===== src/rtl/fdc_rst_pkg.sv =====
package fdc_rst_pkg;

  // Host write targets
  localparam logic SEL_HELD = 1'b0;
  localparam logic SEL_AUTO = 1'b1;

  // Registered output bundle of the arbiter
  typedef struct packed {
    logic core_rst;
    logic clr_cfg;
    logic clr_spec;
    logic flush;
    logic pd_exit;
    logic idle;
  } rst_out_t;

endpackage


===== src/rtl/fdc_rst_sync.sv =====
module fdc_rst_sync #(
  parameter int WIDTH  = 2,
  parameter int STAGES = 2
) (
  input  logic             clk,
  input  logic [WIDTH-1:0] d_i,
  output logic [WIDTH-1:0] q_o
);

  for (genvar g = 0; g < WIDTH; g++) begin : g_bit
    logic [STAGES-1:0] chain;
    always_ff @(posedge clk) begin
      chain <= {chain[STAGES-2:0], d_i[g]};
    end
    assign q_o[g] = chain[STAGES-1];
  end

endmodule


===== src/rtl/fdc_rst_regs.sv =====
module fdc_rst_regs
  import fdc_rst_pkg::*;
#(
  parameter int DSR_CYCLES = 16
) (
  input  logic clk,
  input  logic hw_rst_i,
  input  logic wr_en_i,
  input  logic wr_sel_i,
  input  logic wr_bit_i,
  output logic held_n_o,
  output logic auto_o
);

  localparam int CW = (DSR_CYCLES > 1) ? $clog2(DSR_CYCLES) : 1;
  localparam logic [CW-1:0] LOAD = CW'(DSR_CYCLES - 1);

  logic          held_n;
  logic          auto_q;
  logic [CW-1:0] cnt;

  // Held bit: hardware reset forces it into reset, only the host releases it
  always_ff @(posedge clk) begin
    if (hw_rst_i) begin
      held_n <= 1'b0;
    end else if (wr_en_i && wr_sel_i == SEL_HELD) begin
      held_n <= wr_bit_i;
    end
  end

  // Self-clearing bit with its down counter; the held bit has precedence
  always_ff @(posedge clk) begin
    if (hw_rst_i || !held_n) begin
      auto_q <= 1'b0;
      cnt    <= '0;
    end else if (wr_en_i && wr_sel_i == SEL_AUTO && wr_bit_i) begin
      auto_q <= 1'b1;
      cnt    <= LOAD;
    end else if (auto_q) begin
      if (cnt == '0) begin
        auto_q <= 1'b0;
      end else begin
        cnt <= cnt - 1'b1;
      end
    end
  end

  assign held_n_o = held_n;
  assign auto_o   = auto_q;

endmodule


===== src/rtl/fdc_rst_strobes.sv =====
module fdc_rst_strobes
  import fdc_rst_pkg::*;
(
  input  logic     clk,
  input  logic     por_s_i,
  input  logic     hw_rst_i,
  input  logic     held_n_i,
  input  logic     auto_i,
  output rst_out_t out_o
);

  logic act;
  logic sw_act;
  logic sw_q;
  logic por_q;
  rst_out_t o_q;

  assign sw_act = !held_n_i || auto_i;
  assign act    = hw_rst_i || sw_act;

  always_ff @(posedge clk) begin
    sw_q         <= sw_act;
    por_q        <= por_s_i;
    o_q.core_rst <= act;
    o_q.idle     <= !act;
    o_q.pd_exit  <= act && !o_q.core_rst;
    o_q.clr_cfg  <= !act && o_q.core_rst;
    o_q.flush    <= sw_act && !sw_q;
    o_q.clr_spec <= por_s_i && !por_q;
  end

  assign out_o = o_q;

endmodule


===== src/rtl/fdc_rst_arbiter.sv =====
module fdc_rst_arbiter
  import fdc_rst_pkg::*;
#(
  parameter int DSR_CYCLES  = 16,
  parameter int SYNC_STAGES = 2
) (
  input  logic       clk,
  input  logic       por_i,
  input  logic       rst_pin_i,
  input  logic       wr_en_i,
  input  logic       wr_sel_i,
  input  logic       wr_bit_i,
  output logic [1:0] rd_data_o,
  output logic       core_rst_o,
  output logic       clr_cfg_o,
  output logic       clr_spec_o,
  output logic       flush_o,
  output logic       pd_exit_o,
  output logic       idle_o
);

  localparam int NSRC = 2;

  logic [NSRC-1:0] raw_src;
  logic [NSRC-1:0] sync_src;
  logic            hw_rst;
  logic            held_n;
  logic            auto_b;
  rst_out_t        outs;

  assign raw_src = {rst_pin_i, por_i};

  fdc_rst_sync #(
    .WIDTH (NSRC),
    .STAGES(SYNC_STAGES)
  ) u_sync (
    .clk(clk),
    .d_i(raw_src),
    .q_o(sync_src)
  );

  assign hw_rst = |sync_src;

  fdc_rst_regs #(
    .DSR_CYCLES(DSR_CYCLES)
  ) u_regs (
    .clk     (clk),
    .hw_rst_i(hw_rst),
    .wr_en_i (wr_en_i),
    .wr_sel_i(wr_sel_i),
    .wr_bit_i(wr_bit_i),
    .held_n_o(held_n),
    .auto_o  (auto_b)
  );

  fdc_rst_strobes u_strb (
    .clk     (clk),
    .por_s_i (sync_src[0]),
    .hw_rst_i(hw_rst),
    .held_n_i(held_n),
    .auto_i  (auto_b),
    .out_o   (outs)
  );

  assign rd_data_o  = {auto_b, held_n};
  assign core_rst_o = outs.core_rst;
  assign clr_cfg_o  = outs.clr_cfg;
  assign clr_spec_o = outs.clr_spec;
  assign flush_o    = outs.flush;
  assign pd_exit_o  = outs.pd_exit;
  assign idle_o     = outs.idle;

endmodule


===== config.mk =====
export PLATFORM = sky130hd
export DESIGN_NAME = fdc_rst_arbiter
export DESIGN_NICKNAME = d
export VERILOG_FILES = /design/src/rtl/fdc_rst_pkg.sv /design/src/rtl/fdc_rst_sync.sv /design/src/rtl/fdc_rst_regs.sv /design/src/rtl/fdc_rst_strobes.sv /design/src/rtl/fdc_rst_arbiter.sv
export SDC_FILE = /design/constraint.sdc
export NUM_CORES = 1
export LEC_CHECK = 0
export BUFFER_PORTS_ARGS = -buffer_cell sky130_fd_sc_hd__buf_2
export CORE_AREA = 2 2 39 41
export DETAILED_ROUTE_END_ITERATION = 16
export DIE_AREA = 0 0 41 43
export PLACE_DENSITY_LB_ADDON = 0.1
export SYNTH_ARGS = -nofsm -noshare
export SYNTH_HDL_FRONTEND = slang
export SYNTH_HIERARCHICAL = 1
export SYNTH_SLANG_ARGS = --single-unit
export TNS_END_PERCENT = 5

===== constraint.sdc =====
create_clock -name clk -period 3.4 [get_ports clk]
set_clock_uncertainty 0.15 [all_clocks]
set_input_delay 0.68 -clock clk [delete_from_list [all_inputs] [get_ports clk]]
set_output_delay 0.68 -clock clk [all_outputs]
set_load 0.03 [all_outputs]

==> Word level (Yosys, flattened, before mapping) <==
Cells that the tools add are included.
{ "word_totals": {"elab_cells": 41, "register_bits": 18, "output_inout_bits": 8} }
{ "op_classes": {"addsub": 1, "bitwise_logic": 1, "n_eq_ne": 1, "reduce_logical": 19, "mux": 6} }
{ "op_table": {"columns": ["cell", "n"], "rows": [
  ["$mux W4", 3],
  ["$logic_and A1 B1 Y1", 7],
  ["$logic_not A1 Y1", 5],
  ["$logic_not A4 Y1", 1],
  ["$sub A4 B1 Y4 const B", 1],
  ["$logic_or A1 B1 Y1", 3],
  ["$mux W1", 3],
  ["$ne A2 B1 Y1 const B", 1],
  ["$reduce_and A2 Y1", 1],
  ["$reduce_bool A2 Y1", 1],
  ["$reduce_or A2 Y1", 1],
  ["$not A1 Y1", 1]
]} }

==> Depth between registers and ports, before layout <==
{ "depth": {"depth_word": 5, "ltp_mapped": 5} }

==> By module <==
The synthesis kept the hierarchy.
{ "by_module_without_submodules": {"columns": ["mod", "area_each_um2", "seq_area_each_um2", "cells_per_inst", "n_inst"], "rows": [
  ["fdc_rst_regs", 292.8, 120.1, 30, 1],
  ["fdc_rst_strobes", 226.5, 160.2, 15, 1],
  ["fdc_rst_sync", 95.1, 80.1, 6, 1],
  ["fdc_rst_arbiter", 21.3, 0.0, 3, 1]
]} }

==> Worst setup path before layout <==
OpenSTA, ideal clock, no wires.
{ "synth_path": {"path_type": "reg-to-reg", "startpoint": "register u_regs.cnt[1]", "endpoint": "register u_regs.cnt[1]", "setup_time_ns": 0.088, "t_arrival_ns": 1.326, "setup_slack_ns": 1.835, "path_buffers": 0, "required_time_ns": 3.162, "stages_incl_launch_ff": 6, "cell_sequence": "dfxtp_1 inv_1 ha_1 or3b_4 and4_4 a311oi_2"} }
{ "synth_between": {"elab_chain_len": 4, "elab_cells_between_ends": 7, "classes_between": "add/sub: 1; eq/ne: 1; mux: 3; reduce/logical: 2"} }
{ "synth_lines": {"columns": ["item", "line_no", "text"], "rows": [
  ["start: declaration", "fdc_rst_regs.sv:20", "logic [CW-1:0] cnt;"],
  ["start signal: assignment", "fdc_rst_regs.sv:43", "cnt <= cnt - 1'b1;"],
  ["$sub A4 B1 Y4", "fdc_rst_regs.sv:43", null],
  ["$mux W4", "fdc_rst_regs.sv:40", "if (cnt == '0) begin"],
  ["$mux W4", "fdc_rst_regs.sv:39", "end else if (auto_q) begin"],
  ["$mux W4", "fdc_rst_regs.sv:36", "end else if (wr_en_i && wr_sel_i == SEL_AUTO && wr_bit_i) begin"]
]} }
Several ways; a longest one is shown, not always the timed one. The select of a mux whose other input is x is not followed.
A chain may end at the register's enable or synchronous reset.

==> Worst setup path in the final report <==
{ "layout_path": {"startpoint": "register u_regs.auto_q (netlist: u_regs/auto_o)", "endpoint": "output port rd_data_o[1]"} }
{ "layout_lines": {"columns": ["item", "line_no", "text"], "rows": [
  ["start: declaration", "fdc_rst_regs.sv:19", "logic auto_q;"],
  ["start signal: assignment", "fdc_rst_regs.sv:34", "auto_q <= 1'b0;"],
  ["start signal: assignment", "fdc_rst_regs.sv:37", "auto_q <= 1'b1;"],
  ["start signal: assignment", "fdc_rst_regs.sv:41", "auto_q <= 1'b0;"],
  ["end: declaration", "fdc_rst_arbiter.sv:13", "output logic [1:0] rd_data_o,"]
]} }
No word-level cell between the ends.

==> impl_metrics.ini <==
[cells_and_area]
post-route-util_pct = 51.5
nFillCells = 131
drive_above_1_share_pct = 34.8
diodes = 0
nets = 75
areaGrowthSynthToFinish_pct = 12.2

[sta]
tns_ns = 0
max_slew.worst_pin.slew_ns = 0.331
fmax_ghz = 0.520
hold_ws_ns = 0.184
slew_headroom_pct = 77.6
final-hold-violation-count = 0
slew_viol_final = 0
period_minus_slack_ns = 1.92
rsz0062_at_grt = no
post-route-period-util_pct = 56.6
setup_violations = 0

[pwr]
swShare_pct = 20.6
p_leak_uw = 0.000283
power_uw = 331
peakVddDrop_mv = 0.248
pwr-share-comb_pct = 4.4
pwr_density_cell_nw_per_um2 = 464
clkPwrFrac_pct = 30.0
p_int_uw = 263
seqPwrFrac_pct = 65.6
switchingPower_uw = 68.3

[critical_path]
crit_path_start_kind = flip-flop
crit_buf_inv = 1
critPathKind = flip-flop to output pin
cp_max_fo = 9
worst_setup_path_end_kind = output pin
cp.required_ns = 2.57
startpoint = u_regs/auto_o
worst-endpoint-arrival_ns = 1.09
crit_family = flip-flops
critPathMaxStageDelay_ns = 0.54
crit_chain = buf_2
worstReg2RegStart = u_regs/cnt[1]
slowest_stage = dfxtp_1

[clock_tree]
cts_setup_buffers = 0
h-tree-depth = 1
cts_resized = 0
clockRootBuffer = clkbuf_4
cts_buffer_depth = 2
cts_tree = built
cts-hold-fix-buffers = 0
cts_inserted_buffers = 3
clk_pin_slew_ns = 0.10
clock_latency_ns = 0.29
cts_sinks = 18

[min_path]
hold_path.class = flip-flop to flip-flop
hp-start = u_sync/g_bit[0].chain[0]

[grt]
grt_max_degree = 10
grt_first_pass_wirelength_mm = 1.54
grt_pass1_vias = 377
grt_antenna_before_repair = 0
grt_usage_pct = 13.7
grt.overflow.total = 0

[synth]
synth_compound_area_share_pct = 7.09
syn_inst = 54
synth_cell_type_count = 23
avgSynthCellArea_um2 = 11.8
synthAdderAreaFrac_pct = 1.97
synth_top_family_by_area = simple AND/OR/NAND/NOR gates
yosysWarnings = 6
syn-num-nets = 61
yosys.area_share.xor_xnor_pct = 0
yosysTopAreaCell = dfxtp_1
synth.cell_area_um2 = 636
yosysTopAreaCellShare_pct = 56.7
synth_area_leaders = dfxtp_1 57%, buf_4 4.7%, and4_4 3.5%
synth-simple-area-share_pct = 24.6
synth-seq-cells = 18
yosysSeqAreaShare_pct = 56.7
synthMuxAreaShare_pct = 3.15

[placed_design]
finalWeightedCongestion = 0.769
dp_hpwl_um = 737
io_buffers = 13

[status]
status = complete, no violations

[drt]
vias_per_cell = 4.98
first_pass_iters = 4
wire_per_inst_um = 11.6
postRouteWirelength_um = 952
drtAntennaViolNets = 0
route.detailed.drc = 0
via_count = 408
drtIter0Drc = 7

[die]
die_h_um = 43
start_util_pct = 45.9
core-area_um2 = 1380
ios = 14
chipWidth_um = 41
dieArea_um2 = 1760
num_rows = 14

[run]
drv_cap = 0
## state kept, by name, summed over array words and instances, names as in the netlist
name and cells:
u_regs/held_n_o 1, u_sync/g_bit.chain 4, u_regs/auto_o 1, u_strb/sw_q 1
u_strb/por_q 1, u_strb/out_o 6, u_regs/cnt 4
## synthesized netlist by cell type, drive strengths merged
master,instances
a211oi,1
and2b,1
and4,2
nor4b,1
nand2,3
a21oi,2
ha,1
or2,1
nor2,3
mux2i,2
nand2b,2
a311oi,1
buf,4
inv,3
nand3,1
nor2b,2
nand4b,1
or3b,1
dfxtp,18
nor3b,2
a31oi,2
## power groups by stage
stage / Combinational (µW) / Sequential (µW) / Clock (µW)
after floorplan: 8.19 / 225 / 0
after global placement: 14.3 / 222 / 0
after detailed placement: 14.6 / 222 / 0
after CTS: 14.6 / 217 / 104
after global routing: 15.8 / 218 / 110
final: 14.4 / 217 / 99.4
## final timing paths
check / end / slack, ns / cells after the start
min: u_sync/g_bit[0].chain[1] / 0.18 / 0
max: rd_data_o[1] / 1.48 / 1
max reg2reg: u_regs/cnt[1] / 1.67 / 5
min reg2reg: u_sync/g_bit[0].chain[1] / 0.18 / 0
## metrics by stage
step                std cells  area, µm²  setup slack [ns]
finish                     82        713              1.48
detailed placement         79        691              1.64
floorplan                  54        636              1.84
CTS                        82        713              1.47
global route               82        713              1.43
global placement           79        691              1.73
## logic make-up (layout without fill, tap and decap cells)
logic type                 Yosys count  in the layout
buffers and inverters                7             19
adders and majority gates            1              1
DFF                                 18             18
and+or+nand+nor                     20             20
muxes                                2              2
AOI/OAI and AO/OA                    6              6
## layout make-up
| type | instances | area (µm²) | share of cell area [%] |
|---|---|---|---|
| clock buffer | 3 | 22.5 | 3.16 |
| multi-input combinational | 29 | 234 | 32.8 |
| timing repair buffer | 13 | 65.1 | 9.12 |
| tap | 16 | 20.0 | 2.81 |
| sequential | 18 | 360 | 50.5 |
| inverter | 3 | 11.3 | 1.58 |
## layer usage
| metal | vias up | track usage (%) | wire length, µm |
|---|---|---|---|
| met5 | - | 0 | 0 |
| met1 | 187 | 15.3 | 435 |
| met4 | 0 | 6.00 | 0 |
| li1 | 207 | - | - |
| met2 | 14 | 20.3 | 446 |
| met3 | 0 | 7.85 | 70 |
## cells in the final DEF, fill, tap and decap left out
cell type,n
nand2_1,3
a311oi_2,1
nor3b_2,1
and2b_1,1
nor3b_4,1
nand3_1,1
a31oi_1,2
mux2i_1,2
dfxtp_1,18
nor4b_1,1
a21oi_1,2
a211oi_1,1
ha_1,1
clkbuf_4,3
buf_2,13
nor2_1,3
nand2b_1,1
or2_1,1
inv_1,3
nor2b_1,2
nand2b_4,1
nand4b_1,1
and4_4,2
or3b_4,1
No activity file was read; power rests on OpenSTA's default activity.
